==> config.mk <==
export PLATFORM = sky130hd
export DESIGN_NAME = btn_evt_ctrl
export DESIGN_NICKNAME = d
export VERILOG_FILES = /design/src/rtl/btn_evt_pkg.sv /design/src/rtl/btn_filter.sv /design/src/rtl/sb_holdoff.sv /design/src/rtl/btn_status_pair.sv /design/src/rtl/btn_evt_ctrl.sv
export SDC_FILE = /design/constraint.sdc
export NUM_CORES = 1
export LEC_CHECK = 0
export ABC_CLOCK_PERIOD_IN_PS = 2300
export BUFFER_PORTS_ARGS = -buffer_cell sky130_fd_sc_hd__buf_2
export CORE_ASPECT_RATIO = 1.75
export CORE_MARGIN = 10
export CORE_UTILIZATION = 40
export CTS_BUF_LIST = sky130_fd_sc_hd__clkbuf_4 sky130_fd_sc_hd__clkbuf_8
export DETAILED_ROUTE_END_ITERATION = 12
export SLEW_MARGIN = 20
export SYNTH_ARGS = -nofsm -noshare
export SYNTH_HDL_FRONTEND = slang
export SYNTH_HIERARCHICAL = 1
export SYNTH_SLANG_ARGS = --single-unit
==> constraint.sdc <==
create_clock -name clk -period 2.3 [get_ports clk]
set_clock_uncertainty 0.2 [all_clocks]
set_input_delay 0.115 -clock clk [delete_from_list [all_inputs] [get_ports clk]]
set_output_delay 0.115 -clock clk [all_outputs]
set_load 0.005 [all_outputs]
==> src/rtl/btn_evt_pkg.sv <==
package btn_evt_pkg;
   localparam int NUM_BTN = 2;
   localparam int BTN_PWR = 0;
   localparam int BTN_SLP = 1;

   typedef struct packed {
      logic pm;
      logic gpe;
   } sts_pair_t;
endpackage

==> src/rtl/btn_filter.sv <==
module btn_filter #(
   parameter int DEB_TICKS   = 16,
   parameter int SYNC_STAGES = 2
) (
   input  logic clk,
   input  logic rst_n,
   input  logic ms_tick,
   input  logic pin_n,
   output logic level_n
);
   localparam int CNT_W = (DEB_TICKS > 1) ? $clog2(DEB_TICKS) : 1;

   generate
      if (DEB_TICKS < 2) begin : g_bad_deb
         $error("btn_filter: DEB_TICKS must be at least 2");
      end
      if (SYNC_STAGES < 2) begin : g_bad_sync
         $error("btn_filter: SYNC_STAGES must be at least 2");
      end
   endgenerate

   logic [SYNC_STAGES-1:0] sync_q;
   logic [CNT_W-1:0]       run_q;
   logic                   level_q;
   logic                   pin_s;

   assign pin_s   = sync_q[SYNC_STAGES-1];
   assign level_n = level_q;

   always_ff @(posedge clk or negedge rst_n) begin
      if (!rst_n) begin
         sync_q <= '1;
      end else begin
         sync_q <= {sync_q[SYNC_STAGES-2:0], pin_n};
      end
   end

   always_ff @(posedge clk or negedge rst_n) begin
      if (!rst_n) begin
         run_q   <= '0;
         level_q <= 1'b1;
      end else if (pin_s == level_q) begin
         run_q <= '0;
      end else if (ms_tick) begin
         if (run_q == CNT_W'(DEB_TICKS - 1)) begin
            run_q   <= '0;
            level_q <= pin_s;
         end else begin
            run_q <= run_q + 1'b1;
         end
      end
   end

   // without a tick the accepted level never moves
   p_no_tick_hold_r1: assert property (@(posedge clk) disable iff (!rst_n)
      !ms_tick |=> $stable(level_q));
   // a level change only follows a disagreeing synchronised pin
   p_change_needs_pin_r1: assert property (@(posedge clk) disable iff (!rst_n)
      (pin_s == level_q) |=> $stable(level_q));
endmodule

==> src/rtl/sb_holdoff.sv <==
module sb_holdoff #(
   parameter int HOLD_TICKS = 1000
) (
   input  logic clk,
   input  logic rst_n,
   input  logic ms_tick,
   input  logic sb_good,
   output logic ready
);
   generate
      if (HOLD_TICKS < 0) begin : g_bad_hold
         $error("sb_holdoff: HOLD_TICKS must not be negative");
      end

      if (HOLD_TICKS == 0) begin : g_pass
         assign ready = sb_good;
      end else begin : g_count
         localparam int HW = (HOLD_TICKS > 1) ? $clog2(HOLD_TICKS) : 1;
         logic [HW-1:0] cnt_q;
         logic          rdy_q;

         always_ff @(posedge clk or negedge rst_n) begin
            if (!rst_n) begin
               cnt_q <= '0;
               rdy_q <= 1'b0;
            end else if (!sb_good) begin
               cnt_q <= '0;
               rdy_q <= 1'b0;
            end else if (!rdy_q && ms_tick) begin
               if (cnt_q == HW'(HOLD_TICKS - 1)) begin
                  rdy_q <= 1'b1;
               end else begin
                  cnt_q <= cnt_q + 1'b1;
               end
            end
         end

         assign ready = rdy_q;

         // losing standby power withdraws readiness on the next edge
         p_sb_drop_r7: assert property (@(posedge clk) disable iff (!rst_n)
            !sb_good |=> !rdy_q);
      end
   endgenerate
endmodule

==> src/rtl/btn_status_pair.sv <==
module btn_status_pair
   import btn_evt_pkg::*;
(
   input  logic      clk,
   input  logic      rst_n,
   input  logic      active,
   input  logic      kill,
   input  logic      pm_en,
   input  logic      clr,
   output sts_pair_t sts
);
   sts_pair_t sts_q;

   always_ff @(posedge clk or negedge rst_n) begin
      if (!rst_n) begin
         sts_q <= '0;
      end else if (kill) begin
         sts_q <= '0;
      end else if (active) begin
         sts_q.gpe <= 1'b1;
         sts_q.pm  <= sts_q.pm | pm_en;
      end else if (clr) begin
         sts_q <= '0;
      end
   end

   assign sts = sts_q;

   // a clear during a held press leaves the GPE bit set
   p_clear_blocked_r6: assert property (@(posedge clk) disable iff (!rst_n)
      (active && !kill) |=> sts_q.gpe);
   // a clear while released drops both bits together
   p_pair_clear_r5: assert property (@(posedge clk) disable iff (!rst_n)
      (clr && !active && !kill) |=> (sts_q == '0));
   // the PM1 bit only rises when its enable was high
   p_pm_gated_r3: assert property (@(posedge clk) disable iff (!rst_n)
      $rose(sts_q.pm) |-> $past(pm_en));
   // with neither press, clear nor kill, the bits hold
   p_sticky_r4: assert property (@(posedge clk) disable iff (!rst_n)
      (!active && !clr && !kill) |=> $stable(sts_q));
endmodule

==> src/rtl/btn_evt_ctrl.sv <==
module btn_evt_ctrl
   import btn_evt_pkg::*;
#(
   parameter int DEB_TICKS   = 16,
   parameter int HOLD_TICKS  = 1000,
   parameter int SYNC_STAGES = 2
) (
   input  logic clk,
   input  logic rst_n,
   input  logic ms_tick,
   input  logic pwr_btn_n,
   input  logic slp_btn_n,
   input  logic sb_pwrgood,
   input  logic main_pwr_on,
   input  logic pwr_pm_en,
   input  logic slp_pm_en,
   input  logic legacy_mode,
   input  logic pwr_pm_clr,
   input  logic pwr_gpe_clr,
   input  logic slp_pm_clr,
   input  logic slp_gpe_clr,
   output logic pwr_pm_sts,
   output logic pwr_gpe_sts,
   output logic slp_pm_sts,
   output logic slp_gpe_sts,
   output logic pwr_btn_fwd_n,
   output logic off_req,
   output logic wake_req
);
   logic [NUM_BTN-1:0] pin_n, lvl_n, ready, active, kill, pm_en, clr;
   sts_pair_t          sts [NUM_BTN];
   logic               ho_ready, pwr_act, legacy_hit;
   logic               off_q, wake_q;

   assign pin_n[BTN_PWR] = pwr_btn_n;
   assign pin_n[BTN_SLP] = slp_btn_n;
   assign pm_en[BTN_PWR] = pwr_pm_en;
   assign pm_en[BTN_SLP] = slp_pm_en;
   assign clr[BTN_PWR]   = pwr_pm_clr | pwr_gpe_clr;
   assign clr[BTN_SLP]   = slp_pm_clr | slp_gpe_clr;

   sb_holdoff #(.HOLD_TICKS(HOLD_TICKS)) u_holdoff (
      .clk(clk), .rst_n(rst_n), .ms_tick(ms_tick),
      .sb_good(sb_pwrgood), .ready(ho_ready));

   assign pwr_act    = ~lvl_n[BTN_PWR] & ho_ready;
   assign legacy_hit = pwr_act & legacy_mode & main_pwr_on;

   generate
      for (genvar b = 0; b < NUM_BTN; b++) begin : g_btn
         btn_filter #(.DEB_TICKS(DEB_TICKS), .SYNC_STAGES(SYNC_STAGES)) u_filt (
            .clk(clk), .rst_n(rst_n), .ms_tick(ms_tick),
            .pin_n(pin_n[b]), .level_n(lvl_n[b]));

         if (b == BTN_PWR) begin : g_gate_pwr
            assign ready[b] = ho_ready;
            assign kill[b]  = legacy_hit;
         end else begin : g_gate_free
            assign ready[b] = 1'b1;
            assign kill[b]  = 1'b0;
         end

         assign active[b] = ~lvl_n[b] & ready[b] & ~kill[b];

         btn_status_pair u_sts (
            .clk(clk), .rst_n(rst_n), .active(active[b]), .kill(kill[b]),
            .pm_en(pm_en[b]), .clr(clr[b]), .sts(sts[b]));
      end
   endgenerate

   always_ff @(posedge clk or negedge rst_n) begin
      if (!rst_n) begin
         off_q  <= 1'b0;
         wake_q <= 1'b0;
      end else begin
         off_q  <= legacy_hit;
         wake_q <= pwr_act & ~main_pwr_on;
      end
   end

   assign pwr_pm_sts    = sts[BTN_PWR].pm;
   assign pwr_gpe_sts   = sts[BTN_PWR].gpe;
   assign slp_pm_sts    = sts[BTN_SLP].pm;
   assign slp_gpe_sts   = sts[BTN_SLP].gpe;
   assign pwr_btn_fwd_n = lvl_n[BTN_PWR];
   assign off_req       = off_q;
   assign wake_req      = wake_q;

   // a legacy press forces off and leaves power status clear
   p_legacy_off_r9: assert property (@(posedge clk) disable iff (!rst_n)
      legacy_hit |=> (off_req && !pwr_pm_sts && !pwr_gpe_sts));
   // no wake request is raised while main power is on
   p_no_wake_on_r8: assert property (@(posedge clk) disable iff (!rst_n)
      main_pwr_on |=> !wake_req);
   // without hold-off completion the power GPE bit cannot rise
   p_holdoff_gate_r7: assert property (@(posedge clk) disable iff (!rst_n)
      !ho_ready |=> !$rose(pwr_gpe_sts));
endmodule

# After elaboration in Yosys (flattened, before gate mapping)
# Index checks and enable logic that the tools add are counted.
[word_totals] ff_bits=31 latchBits=0 mem_bits_rw=0 mem_bits_ro=0 out_inout_bits=7 mem_count=0
[op_classes] n_addsub=3 multipliers=0 div=0 order_cmp=0 n_eq_ne=9 n_shift=0 muxes=17 bitwise=14 reduce_logical=9
[op_table] cell="$mux W10" n=3
[op_table] cell="$mux W4" n=6
[op_table] cell="$add A10 B1 Y10 const B" n=1
[op_table] cell="$eq A10 B10 Y1 const B" n=1
[op_table] cell="$mux W2" n=5
[op_table] cell="$add A4 B1 Y4 const B" n=2
[op_table] cell="$eq A4 B4 Y1 const B" n=2
[op_table] cell="$ne A2 B1 Y1 const B" n=3
[op_table] cell="$reduce_and A3 Y1" n=2
[op_table] cell="$and A1 B1 Y1" n=5
[op_table] cell="$not A1 Y1" n=5
[op_table] cell="$or A1 B1 Y1" n=4
[op_table] cell="$reduce_and A2 Y1" n=2
[op_table] cell="$reduce_bool A2 Y1" n=2
[op_table] cell="$mux W1" n=3
[op_table] cell="$reduce_bool A3 Y1" n=1
[op_table] cell="$eq A1 B1 Y1" n=2
[op_table] cell="$ne A2 B2 Y1 const B" n=1
[op_table] cell="$logic_and A1 B1 Y1" n=1
[op_table] cell="$logic_not A1 Y1" n=1

# Longest topological paths before layout
[depth] depth_word=8 mapped_depth=4 depth_no_buf=4

# Cells and area by module
# Netlist, hierarchy kept.
[modules_own_cells] module="sb_holdoff" n_inst=1 cells_each=66 area_each_um2=641.9 seq_area_each_um2=275.3
[modules_own_cells] module="btn_filter" n_inst=2 cells_each=26 area_each_um2=304.0 seq_area_each_um2=178.9
[modules_own_cells] module="btn_status_pair" n_inst=2 cells_each=8 area_each_um2=85.1 seq_area_each_um2=50.0
[modules_own_cells] module="btn_evt_ctrl" n_inst=1 cells_each=11 area_each_um2=106.4 seq_area_each_um2=50.0

# Worst setup path before layout
# OpenSTA, ideal clock, no wires.
[synth_timing] path_kind="register -> register" start="register u_holdoff.g_count.rdy_q, in the netlist u_holdoff/ready" end="register u_holdoff.g_count.cnt_q[6]" setup_ns=0.077 arrival_time_ns=1.293 required_time_ns=2.023 slack_ns=0.729 path_stages_with_launch=4 n_path_buf=0 synth_period_minus_slack_ns=1.571 path_cell_list="dfrtp_1 > nand3b_2 > or4_1 > a21oi_1"
[synth_between] elab_chain_len=4
[synth_rtl] item="start: declaration" line="sb_holdoff.sv:20" text="logic rdy_q;"
[synth_rtl] item="start signal: assignment" line="sb_holdoff.sv:25" text="rdy_q <= 1'b0;"
[synth_rtl] item="start signal: assignment" line="sb_holdoff.sv:28" text="rdy_q <= 1'b0;"
[synth_rtl] item="start signal: assignment" line="sb_holdoff.sv:31" text="rdy_q <= 1'b1;"
[synth_rtl] item="$logic_not A1 Y1" line="sb_holdoff.sv:29" text="end else if (!rdy_q && ms_tick) begin"
[synth_rtl] item="$logic_and A1 B1 Y1" line="sb_holdoff.sv:29"
[synth_rtl] item="$ne A2 B1 Y1 (no source line)"
[synth_rtl] item="$reduce_and A2 Y1 (no source line)"
[synth_rtl] item="end signal: assignment" line="sb_holdoff.sv:33" text="cnt_q <= cnt_q + 1'b1;"
[synth_rtl] item="end: declaration" line="sb_holdoff.sv:19" text="logic [HW-1:0] cnt_q;"
# No other way between the ends.
# A chain may end at the register's enable or synchronous reset.

# Final worst setup path
[layout_timing] start="register g_btn[0].u_filt.level_q" end="register g_btn[0].u_sts.sts_q, in the netlist g_btn[0].u_sts/sts[1]"
[layout_between] elab_chain_len=8
[layout_rtl] item="start: declaration" line="btn_filter.sv:24" text="logic level_q;"
[layout_rtl] item="start signal: assignment" line="btn_filter.sv:47" text="level_q <= pin_s;"
[layout_rtl] item="$not A1 Y1 (*)" line="btn_evt_ctrl.sv:46, btn_evt_ctrl.sv:63"
[layout_rtl] item="$and A1 B1 Y1 (*)" line="btn_evt_ctrl.sv:46, btn_evt_ctrl.sv:63"
[layout_rtl] item="$and A1 B1 Y1 (2 in a row)" line="btn_evt_ctrl.sv:47" text="assign legacy_hit = pwr_act & legacy_mode & main_pwr_on;"
[layout_rtl] item="$not A1 Y1" line="btn_evt_ctrl.sv:63" text="assign active[b] = ~lvl_n[b] & ready[b] & ~kill[b];"
[layout_rtl] item="$and A1 B1 Y1 (*)" line="btn_evt_ctrl.sv:63"
[layout_rtl] item="named net active[0]" line="btn_evt_ctrl.sv:30" text="logic [NUM_BTN-1:0] pin_n, lvl_n, ready, active, kill, pm_en, clr;"
[layout_rtl] item="$mux W2" line="btn_status_pair.sv:19" text="end else if (active) begin"
[layout_rtl] item="$mux W2" line="btn_status_pair.sv:17" text="end else if (kill) begin"
[layout_rtl] item="end: declaration" line="btn_status_pair.sv:12" text="sts_pair_t sts_q;"
# Mark *: on every way through the listed nets, which the timed path passes. The rest lies on a longest branch.

==> results.ini <==
[floorplan]
num_rows = 29
start_util = 0.417
dieArea_sq_um = 6780
ios = 21
core_area_sq_um = 3660
dieHeight_um = 102
chipWidth_um = 66.7

[power]
p_leak_uw = 0.000811
ir_drop_mv = 0.439
pwr_density_cell_nw_per_um2 = 657
fin_total_pwr_uw = 1260

[logic_synthesis]
synth_edf_count = 0
yosysUniqueCellTypes = 42
synth_area_leaders = dfrtp_1, dfstp_2, a21oi_1
ys.flop_type = dfrtp_1
synth-seq-cells = 31
synth_cells = 145
avgSynthCellArea_sq_um = 10.5
syn_area_sq_um = 1530
yosysTopAreaCellShare = 0.410
ys_warn_count = 6
netlist.top_cell.by_area = dfrtp_1
async_reset_ff_frac = 1.00
seq_area_frac_synth = 0.513

[clock_network]
cts_tree = done
cts.clk_slew.worst_paths_ns = 0.07
cts_num_sinks = 31
numCtsBuffers = 5
cts-resized-gates = 0
htreeDepth = 2
cts_buffer_depth = 2
cts-root-buf = clkbuf_8
worstSkewPairLatency_ns = 0.29

[final_layout]
final_cell_mix = dfrtp_1, buf_2, dlygate4sd3_1
final_area_sq_um = 1920
finalCoreUtilization = 0.523
n_antenna_cell = 0
drive_gt1_frac = 0.245
area_growth_pct = 25.7
layout_commonest_cell = dfrtp_1
fin_nets = 200

[routing]
firstDrtPassIters = 4
wl_per_cell_um = 14.8
ant_nets = 0
drcViolationCount = 0
wl_um = 3400
dr_total_vias = 1249
routed_via_density = 5.43
drt_iter0_markers = 24

[critical_path]
startpoint = g_btn[0].u_filt/level_n$_DFFE_PN1P_
crit_required_ns = 2.27
crit_cells = 5
critical_path.max_fanout = 4
rr_worst_depth = 5
crit_chain = nand2b_4 > a21oi_2 > o21ai_1 > a21oi_2 > dlygate4sd3_1
worstSetupEndpointType = flop
reg2reg_from = g_btn[0].u_filt/level_n$_DFFE_PN1P_
critPathTopFamily = flip-flops
r2r_end = g_btn[0].u_sts/sts[1]$_DFFE_PN0P_
crit_arrival_ns = 1.77
crit_buf_inv = 1
r2r_slack_ns = 0.50
critPathSlowestCell = dfstp_2
crit_type = flop to flop
crit_end = g_btn[0].u_sts/sts[1]$_DFFE_PN0P_
path_common_cell = a21oi_2
crit_path_start_kind = flop
critPathMaxStageDelay_ns = 0.57

[timing]
slew_headroom = 0.544
hold_slack_ns = 0.0279
hold_violations = 0
slew_violations = 0
max_freq_mhz = 556
rsz0062_at_grt = false
final-setup-viol-count = 0
fin_crit_ns = 1.80
worstMarginPinSlew_ns = 0.684
fin_tns_setup_ns = 0
fin_crit_sh = 0.783

[grt]
antenna_found_initial = 0
groute.usage.overall = 0.110
grt_pass1_wl_um = 5980
grt_pass1_vias = 1361
grt_max_degree = 32
grt-ovfl-total = 0

[place]
placed_cell_area_sq_um = 1670
portBuffers = 20
gp_congestion = 0.773
dp_hpwl_um = 2370

[outcome]
status = finished clean

[hold_path]
hp-start = slp_pm_clr
hold_path_depth = 4
hp-class = input pin to flop

[flow_run]
cap_violations = 0

-- metal layers --
metal  vias up  wire length [um]  track usage
li1        605                 -            -
met2        39              1790        0.196
met4         0                32       0.0470
met5         -                 0            0
met3         5               214       0.0409
met1       600              1370        0.110
-- synth_stat cells, types with 2 or more instances --
master and instances:
dfrtp_1 25, a21oi_1 12, nand2b_1 9, nand3_1 9
nand2_1 7, nor2_1 7, dfstp_2 6, or4_1 6
inv_1 5, o31ai_1 4, a21oi_2 3, ha_1 3
mux2i_1 3, nand3b_1 3, nand4_1 3, nor3_1 3
o21ai_0 3, o21ai_1 3, a41oi_1 2, and2_1 2
clkbuf_2 2, mux2_1 2, or2_1 2, xnor2_1 2
xor2_1 2
-- area by class of cell --
class / instances / area, sq um
multi-input combinational: 106 / 707
inverter: 6 / 22.5
tap: 46 / 57.6
clock inverter: 2 / 35.0
clock buffer: 6 / 82.6
timing repair buffer: 33 / 230
sequential: 31 / 783
fill: 325 / 1750
-- worst min path at each step --
stage | end
CTS | g_btn[1].u_sts/sts[1]$_DFFE_PN0P_
floorplan | g_btn[0].u_filt/run_q[0]$_DFFE_PN0P_
global route | g_btn[1].u_sts/sts[1]$_DFFE_PN0P_
finish | g_btn[1].u_sts/sts[1]$_DFFE_PN0P_
detailed placement | g_btn[1].u_filt/run_q[0]$_DFFE_PN0P_
global placement | u_holdoff/g_count.cnt_q[8]$_DFFE_PN0P_
-- sequential cells by signal, summed over array words and instances (netlist names) --
register / count
u_holdoff/ready: 1
off_req: 1
g_btn.u_filt/run_q: 8
g_btn.u_sts/sts: 4
u_holdoff/g_count.cnt_q: 10
wake_req: 1
g_btn.u_filt/sync_q: 4
g_btn.u_filt/level_n: 2
-- repair_timing --
| item | in CTS | in global routing |
|---|---|---|
| buffers inserted | 0 | 0 |
| endpoints found under the setup margin | 0 | 0 |
| hold endpoints to repair | 35 | 0 |
| hold buffers | 13 | 0 |
-- logic make-up (layout without fill, tap and decap cells) --
| logic type | Yosys count | in the layout | synth area share |
|---|---|---|---|
| AO/OA/AOI/OAI | 32 | 32 | 0.136 |
| XOR/XNOR | 4 | 4 | 0.0230 |
| adder cells (fa/ha/maj) | 3 | 3 | 0.0246 |
| buffers and inverters | 9 | 47 | 0.0262 |
| flip-flops | 31 | 31 | 0.513 |
| multiplexers | 5 | 5 | 0.0344 |
| other | 1 | 2 | 0.00246 |
| AND/OR/NAND/NOR | 60 | 60 | 0.240 |
-- where the power goes --
group / total, uW / switching [uW] / internal (uW)
Clock: 565 / 215 / 350
Sequential: 588 / 19.7 / 568
Combinational: 108 / 55.2 / 52.4
-- through the flow --
stage / worst slack, ns / std cells
5_1_grt: 0.410 / 230
3_5_place_dp: 0.598 / 209
3_3_place_gp: 0.648 / 209
2_1_floorplan: 0.729 / 146
6_report: 0.500 / 230
4_1_cts: 0.502 / 230
-- worst reg2reg max path, cell delays in order, from the launching register on --
cell and delay, ns:
dfstp_2 0.57, nand2b_4 0.16, a21oi_2 0.04, o21ai_1 0.09, a21oi_2 0.06, dlygate4sd3_1 0.55
(Power assumes the default switching activity.)
